**config.mk**
```make
export PLATFORM = sky130hd
export DESIGN_NAME = xint_req
export DESIGN_NICKNAME = d
export VERILOG_FILES = /design/src/rtl/xint_pkg.sv /design/src/rtl/xint_rst_sync.sv /design/src/rtl/xint_pin_sync.sv /design/src/rtl/xint_fall_det.sv /design/src/rtl/xint_flag.sv /design/src/rtl/xint_req.sv
export SDC_FILE = /design/constraint.sdc
export NUM_CORES = 1
export LEC_CHECK = 0
export BUFFER_PORTS_ARGS = -buffer_cell sky130_fd_sc_hd__buf_2
export CELL_PAD_IN_SITES_DETAIL_PLACEMENT = 0
export CELL_PAD_IN_SITES_GLOBAL_PLACEMENT = 1
export CORE_AREA = 2 2 39 41
export DETAILED_ROUTE_END_ITERATION = 12
export DIE_AREA = 0 0 41 43
export GPL_TIMING_DRIVEN = 0
export PLACE_DENSITY_LB_ADDON = 0.1
export RECOVER_POWER = 25
export SETUP_SLACK_MARGIN = 0.1
export SLEW_MARGIN = 25
export SYNTH_ARGS = -nofsm -noshare
export SYNTH_HDL_FRONTEND = slang
export SYNTH_SLANG_ARGS = --single-unit
```
**constraint.sdc**
```tcl
create_clock -name clk -period 2.45 [get_ports clk]
set_clock_uncertainty 0.15 [all_clocks]
set_input_delay 0.3675 -clock clk [delete_from_list [all_inputs] [get_ports clk]]
set_output_delay 0.3675 -clock clk [all_outputs]
set_load 0.02 [all_outputs]
```
**src/rtl/xint_pkg.sv**
```systemverilog
package xint_pkg;
  typedef enum logic {
    TRIG_LEVEL = 1'b0,
    TRIG_FALL  = 1'b1
  } trig_e;

  localparam int unsigned MIN_STAGES = 2;
endpackage

```
**src/rtl/xint_rst_sync.sv**
```systemverilog
module xint_rst_sync #(
  parameter int unsigned STAGES = xint_pkg::MIN_STAGES
) (
  input  logic clk,
  input  logic arst_n,
  output logic rst_n_o
);
  logic [STAGES-1:0] chain_q;
  logic [STAGES-1:0] chain_d;

  always_comb begin
    chain_d = {chain_q[STAGES-2:0], 1'b1};
  end

  always_ff @(posedge clk or negedge arst_n) begin
    if (!arst_n) chain_q <= '0;
    else         chain_q <= chain_d;
  end

  assign rst_n_o = chain_q[STAGES-1];
endmodule

```
**src/rtl/xint_pin_sync.sv**
```systemverilog
module xint_pin_sync #(
  parameter int unsigned STAGES = xint_pkg::MIN_STAGES,
  parameter logic        IDLE   = 1'b1
) (
  input  logic clk,
  input  logic rst_n,
  input  logic pin_i,
  output logic sync_o
);
  logic [STAGES-1:0] stage_q;
  logic [STAGES-1:0] stage_d;

  always_comb begin
    stage_d = {stage_q[STAGES-2:0], pin_i};
  end

  always_ff @(posedge clk or negedge rst_n) begin
    if (!rst_n) stage_q <= {STAGES{IDLE}};
    else        stage_q <= stage_d;
  end

  assign sync_o = stage_q[STAGES-1];

  // the synchronized output lags the previous stage by one edge
  assert_sync_shift_R2: assert property (@(posedge clk) disable iff (!rst_n)
    1'b1 |=> (sync_o == $past(stage_q[STAGES-2])));
endmodule

```
**src/rtl/xint_fall_det.sv**
```systemverilog
module xint_fall_det (
  input  logic clk,
  input  logic rst_n,
  input  logic lvl_i,
  output logic fall_o
);
  logic prev_q;
  logic prev_d;

  always_comb begin
    prev_d = lvl_i;
  end

  always_ff @(posedge clk or negedge rst_n) begin
    if (!rst_n) prev_q <= 1'b1;
    else        prev_q <= prev_d;
  end

  assign fall_o = prev_q & ~lvl_i;

  // a fall is only reported for a low sample that followed a high one
  assert_fall_after_high_R4: assert property (@(posedge clk) disable iff (!rst_n)
    fall_o |-> (!lvl_i && $past(lvl_i)));
endmodule

```
**src/rtl/xint_flag.sv**
```systemverilog
module xint_flag
  import xint_pkg::*;
(
  input  logic  clk,
  input  logic  rst_n,
  input  trig_e mode_i,
  input  logic  fall_i,
  input  logic  ack_i,
  input  logic  we_i,
  input  logic  wdata_i,
  output logic  flag_o
);
  logic flag_q;
  logic flag_d;
  logic flag_en;

  always_comb begin
    flag_d = flag_q;
    if (mode_i == TRIG_LEVEL) flag_d = 1'b0;
    else if (fall_i)          flag_d = 1'b1;
    else if (we_i)            flag_d = wdata_i;
    else if (ack_i)           flag_d = 1'b0;
    flag_en = (flag_d != flag_q);
  end

  always_ff @(posedge clk or negedge rst_n) begin
    if (!rst_n)       flag_q <= 1'b0;
    else if (flag_en) flag_q <= flag_d;
  end

  assign flag_o = flag_q;

  // a detected fall in edge mode always leaves the flag set
  assert_fall_sets_R3: assert property (@(posedge clk) disable iff (!rst_n)
    (mode_i == TRIG_FALL && fall_i) |=> flag_q);

  // a lone acknowledge clears the flag
  assert_ack_clears_R5: assert property (@(posedge clk) disable iff (!rst_n)
    (mode_i == TRIG_FALL && ack_i && !fall_i && !we_i) |=> !flag_q);

  // a software write without a competing fall loads the data
  assert_write_loads_R8: assert property (@(posedge clk) disable iff (!rst_n)
    (mode_i == TRIG_FALL && we_i && !fall_i) |=> (flag_q == $past(wdata_i)));

  // level mode leaves no latched state behind
  assert_level_clear_R10: assert property (@(posedge clk) disable iff (!rst_n)
    (mode_i == TRIG_LEVEL) |=> !flag_q);
endmodule

```
**src/rtl/xint_req.sv**
```systemverilog
module xint_req
  import xint_pkg::*;
#(
  parameter int unsigned SYNC_STAGES = 2,
  parameter int unsigned RST_STAGES  = 2
) (
  input  logic clk,
  input  logic rst_n,
  input  logic int_pin_n,
  input  logic trig_edge,
  input  logic vec_ack,
  input  logic flag_we,
  input  logic flag_wdata,
  output logic req_o
);
  logic  rst_int_n;
  logic  pin_sync;
  logic  fall;
  logic  flag;
  trig_e mode;

  assign mode = trig_e'(trig_edge);

  xint_rst_sync #(.STAGES(RST_STAGES)) u_rst (
    .clk     (clk),
    .arst_n  (rst_n),
    .rst_n_o (rst_int_n)
  );

  xint_pin_sync #(.STAGES(SYNC_STAGES), .IDLE(1'b1)) u_sync (
    .clk    (clk),
    .rst_n  (rst_int_n),
    .pin_i  (int_pin_n),
    .sync_o (pin_sync)
  );

  xint_fall_det u_fall (
    .clk    (clk),
    .rst_n  (rst_int_n),
    .lvl_i  (pin_sync),
    .fall_o (fall)
  );

  xint_flag u_flag (
    .clk     (clk),
    .rst_n   (rst_int_n),
    .mode_i  (mode),
    .fall_i  (fall),
    .ack_i   (vec_ack),
    .we_i    (flag_we),
    .wdata_i (flag_wdata),
    .flag_o  (flag)
  );

  assign req_o = (mode == TRIG_FALL) ? flag : ~pin_sync;

  // no request while the internal reset is held
  assert_reset_quiet_R1: assert property (@(posedge clk)
    (!rst_int_n) |-> !flag);

  // in level mode a stable synchronized pin keeps the request stable
  assert_level_stable_R6: assert property (@(posedge clk) disable iff (!rst_int_n)
    (mode == TRIG_LEVEL && $past(mode == TRIG_LEVEL) && $stable(pin_sync)) |-> $stable(req_o));
endmodule

```
; ---- Word level (Yosys, flattened, before mapping)
; Cells that the tools add are included.
; Widths: inputs -> output; s select.
[classes]
mux = 5
bitwise = 2
n_eq_ne = 1
[ops]
columns = cell, n
row1 = $mux 1, 5
row2 = $and 1x1->1, 1
row3 = $ne 1x1->1, 1
row4 = $not 1->1, 1
[word_totals]
output_inout_bits = 1
elab_cells = 12
regBits = 6

; ---- Depth between registers and ports, before layout
[depth]
depth_word = 5
ltp_mapped = 2
depth_no_buf = 2

; ---- Hierarchy
; A second synthesis with hierarchy kept.
[hier_totals]
cells_unflattened = 13
hier_area_um2 = 201.4
[by_module_without_submodules]
columns = mod, area_each_um2, seq_area_each_um2, cells_per_inst, n_inst
row1 = xint_rst_sync, 53.8, 50.0, 3, 1
row2 = xint_pin_sync, 52.6, 52.6, 2, 1
row3 = xint_flag, 46.3, 25.0, 4, 1
row4 = xint_fall_det, 40.0, 26.3, 2, 1
row5 = xint_req, 8.8, 0.0, 2, 1

; ---- Worst setup path after synthesis
; OpenSTA, ideal clock, no wires.
[synth_path]
path_kind = input -> output
start = input trig_edge
end = output req_o
arrival_time_ns = 0.820
n_path_buf = 0
path_stages = 2
required_ns = 1.933
path_slack_ns = 1.113
cell_sequence = nor2b_1 a21oi_1
[synth_via]
elab_chain_len = 1
[synth_rtl]
columns = item, line_no
row1 = "start, declared", xint_req.sv:10  ; input logic trig_edge,
row2 = $mux 1, xint_req.sv:55  ; assign req_o = (mode == TRIG_FALL) ? flag : ~pin_sync;
row3 = "end, declared", xint_req.sv:14  ; output logic req_o
; Every way passes these cells.

; ---- Worst setup path after layout
[layout_path]
start = register u_sync.stage_q[1]
end = output req_o
[layout_via]
elab_chain_len = 2
[layout_rtl]
columns = item, line_no
row1 = "start, declared", xint_pin_sync.sv:10  ; logic [STAGES-1:0] stage_q;
row2 = "start signal, assigned", xint_pin_sync.sv:18  ; if (!rst_n) stage_q <= {STAGES{IDLE}};
row3 = "start signal, assigned", xint_pin_sync.sv:19  ; else stage_q <= stage_d;
row4 = $not 1->1, xint_req.sv:55
row5 = $mux 1, xint_req.sv:55
; Every way passes these cells.

==> out/results.tsv <==
metric	value	unit
synth_seq_area_share	77.8	%
rsz0062_at_grt	false	
wl_per_cell	7.70	microns
layout.nets	35	
n_antenna_cell	0	
min_period_over_period	61.6	%
area_growth	51.3	%
start_util	14.3	%
dieArea	0.00176	sq mm
startpoint	u_sync.stage_q[1]	
status	complete, no violations	
synth_nets	21	
report.final.slew_viol_count	0	
overflow	0	
dp_hpwl	256	microns
cp_max_fo	3	
drive_gt1_share	48.1	%
fin_crit	1.51	ns
p_seq_share	49.2	%
ios	8	
syn_inst	14	
vias	141	
fmax	663	MHz
syn_area	198	sq um
root_buffer	clkbuf_4	
routed_wl	331	microns
insertion_delay	0.24	ns
end_kind	output pin	
max_stage_delay	0.53	ns
clockBufferDepth	2	
cp.arrival	0.99	ns
rows	14	
die_h	43	microns
swShare	20.3	%
grt_max_degree	5	
p_per_area	744	mW/mm^2
critPathRequiredTime	1.93	ns
crit_type	flop to output pin	
cts.clk_slew.worst_paths	0.04	ns
p_leak	0.139	nW
portBuffers	7	
cts_made_buffers	3	
drv_cap	0	
clock_sinks	6	
comb_power_share	7.1	%
vdd_drop_max	0.000247	V
critPathSlowestCell	dfstp_2	
hold_violations	0	
core-area	0.00138	sq mm
worstHoldStart	int_pin_n	
synth_cell_types	10	
hold_path_class	input port to flop	
setup_tns	0	ns
internal-power	177	uW
avgSynthCellArea	14.1	sq um
htree_levels	1	
clkPwrFrac	43.7	%
gp_congestion	0.567	
drt_pass1_iterations	2	
die_width	41	microns
grt_pass1_vias	111	
ant_nets	0	
antenna_found_initial	0	
p_sw	45.2	uW
via_per_inst	3.28	
cts_tree	done	
setup_violations	0	
ys_warn_count	0	
critPathLaunchType	flop	
grt_pass1_wl	434	microns
fin_util	21.6	%
path_cells	a21oi_1 > buf_2	
synth-seq-cells	6	
crit-reg2reg-launch	u_flag.flag_o	
track_usage	4.65	%
drtIter0Drc	1	
drc	0	
==> synth_stat cells <==
master | instances | area share (%)
a21oi_1 | 1 | 2.5
a31oi_1 | 1 | 3.2
conb_1 | 1 | 1.9
dfrtp_1 | 3 | 38
dfstp_2 | 3 | 40
inv_1 | 1 | 1.9
nand2_1 | 1 | 1.9
nand2b_1 | 1 | 3.2
nor2b_1 | 1 | 3.2
or3b_1 | 1 | 4.4
==> stage by stage <==
| stage | cell area, sq um | power, mW | std cells | setup WS [ns] | hold WS [ns] |
|---|---|---|---|---|---|
| floorplan | 198 | 0.116 | 14 | 1.11 | -0.112 |
| CTS | 299 | 0.229 | 43 | 0.924 | 0.0643 |
| global placement | 253 | 0.124 | 37 | 1.08 | -0.0877 |
| finish | 299 | 0.222 | 43 | 0.941 | 0.0758 |
| global route | 299 | 0.237 | 43 | 0.910 | 0.0662 |
| detailed placement | 253 | 0.124 | 37 | 1.04 | -0.0851 |
==> path summary, 6_finish.rpt <==
| check | endpoint | slack, ns | cells after the start |
|---|---|---|---|
| worst min register to register | u_sync.stage_q[0] | 0.11 | 0 |
| max in group asynchronous | u_flag.flag_o | 1.55 | 1 |
| worst max register to register | u_flag.flag_o | 1.40 | 2 |
| min in group asynchronous | u_sync.stage_q[0] | 0.11 | 0 |
| worst min-delay path | u_sync.stage_q[0] | 0.08 | 1 |
| worst max-delay path | req_o | 0.94 | 2 |
==> worst max-delay path: cells and delay by family, from the launching register on <==
kind | cells | cell delay (ns)
compound gates | 1 | 0.07
buf+inv | 1 | 0.15
flops | 1 | 0.53
==> logic make-up (layout without fill, tap and decap cells) <==
family	count (synthesis)	in the layout	share of synthesized area (%)
buffers and inverters	1	14	1.90
AND/OR/NAND/NOR	4	4	12.7
flip-flops	6	6	77.8
AO/OA/AOI/OAI	2	2	5.70
other	1	1	1.90
==> flip-flops by register name, indices dropped and copies added (netlist names) <==
register	flops
u_rst.chain_q	2
u_fall.prev_q	1
u_sync.stage_q	2
u_flag.flag_o	1
==> area by class of cell <==
| cell class | instances | area, sq um |
|---|---|---|
| fillers | 152 | 1080 |
| repair buffers | 9 | 55.1 |
| multi-input cells | 7 | 40.0 |
| well taps | 16 | 20.0 |
| inverters | 1 | 3.75 |
| flip-flops and latches | 6 | 154 |
| clock buffers | 4 | 26.3 |
==> layout by cell type, fill, tap and decap left out, drive strengths merged <==
| cell | count |
|---|---|
| a21oi | 1 |
| dlygate4sd3 | 2 |
| a31oi | 1 |
| nand2 | 1 |
| clkbuf | 4 |
| dfstp | 3 |
| nand2b | 1 |
| dfrtp | 3 |
| buf | 7 |
| nor2b | 1 |
| or3b | 1 |
| inv | 1 |
| conb | 1 |
==> power groups by stage <==
stage / clock network, mW / logic (mW) / registers [mW]
floorplan: 0 / 0.00604 / 0.110
global placement: 0 / 0.0129 / 0.111
detailed placement: 0 / 0.0132 / 0.111
CTS: 0.104 / 0.0158 / 0.110
global route: 0.109 / 0.0172 / 0.110
finish: 0.0973 / 0.0157 / 0.109
==> layer usage <==
metal,track usage [%],vias up,part of all wire [%]
met2,4.38,8,38
met5,0,-,0
met3,3.14,0,16
met1,4.61,63,45
met4,8.00,0,0
li1,-,70,-
==> repair_timing <==
item	CTS	global route
buffers inserted	0	0
hold buffers	2	0
endpoints found under the setup margin	0	0
gates resized for setup	0	0
endpoints found under the hold margin	3	0
Power figures use the tool's default switching activity.
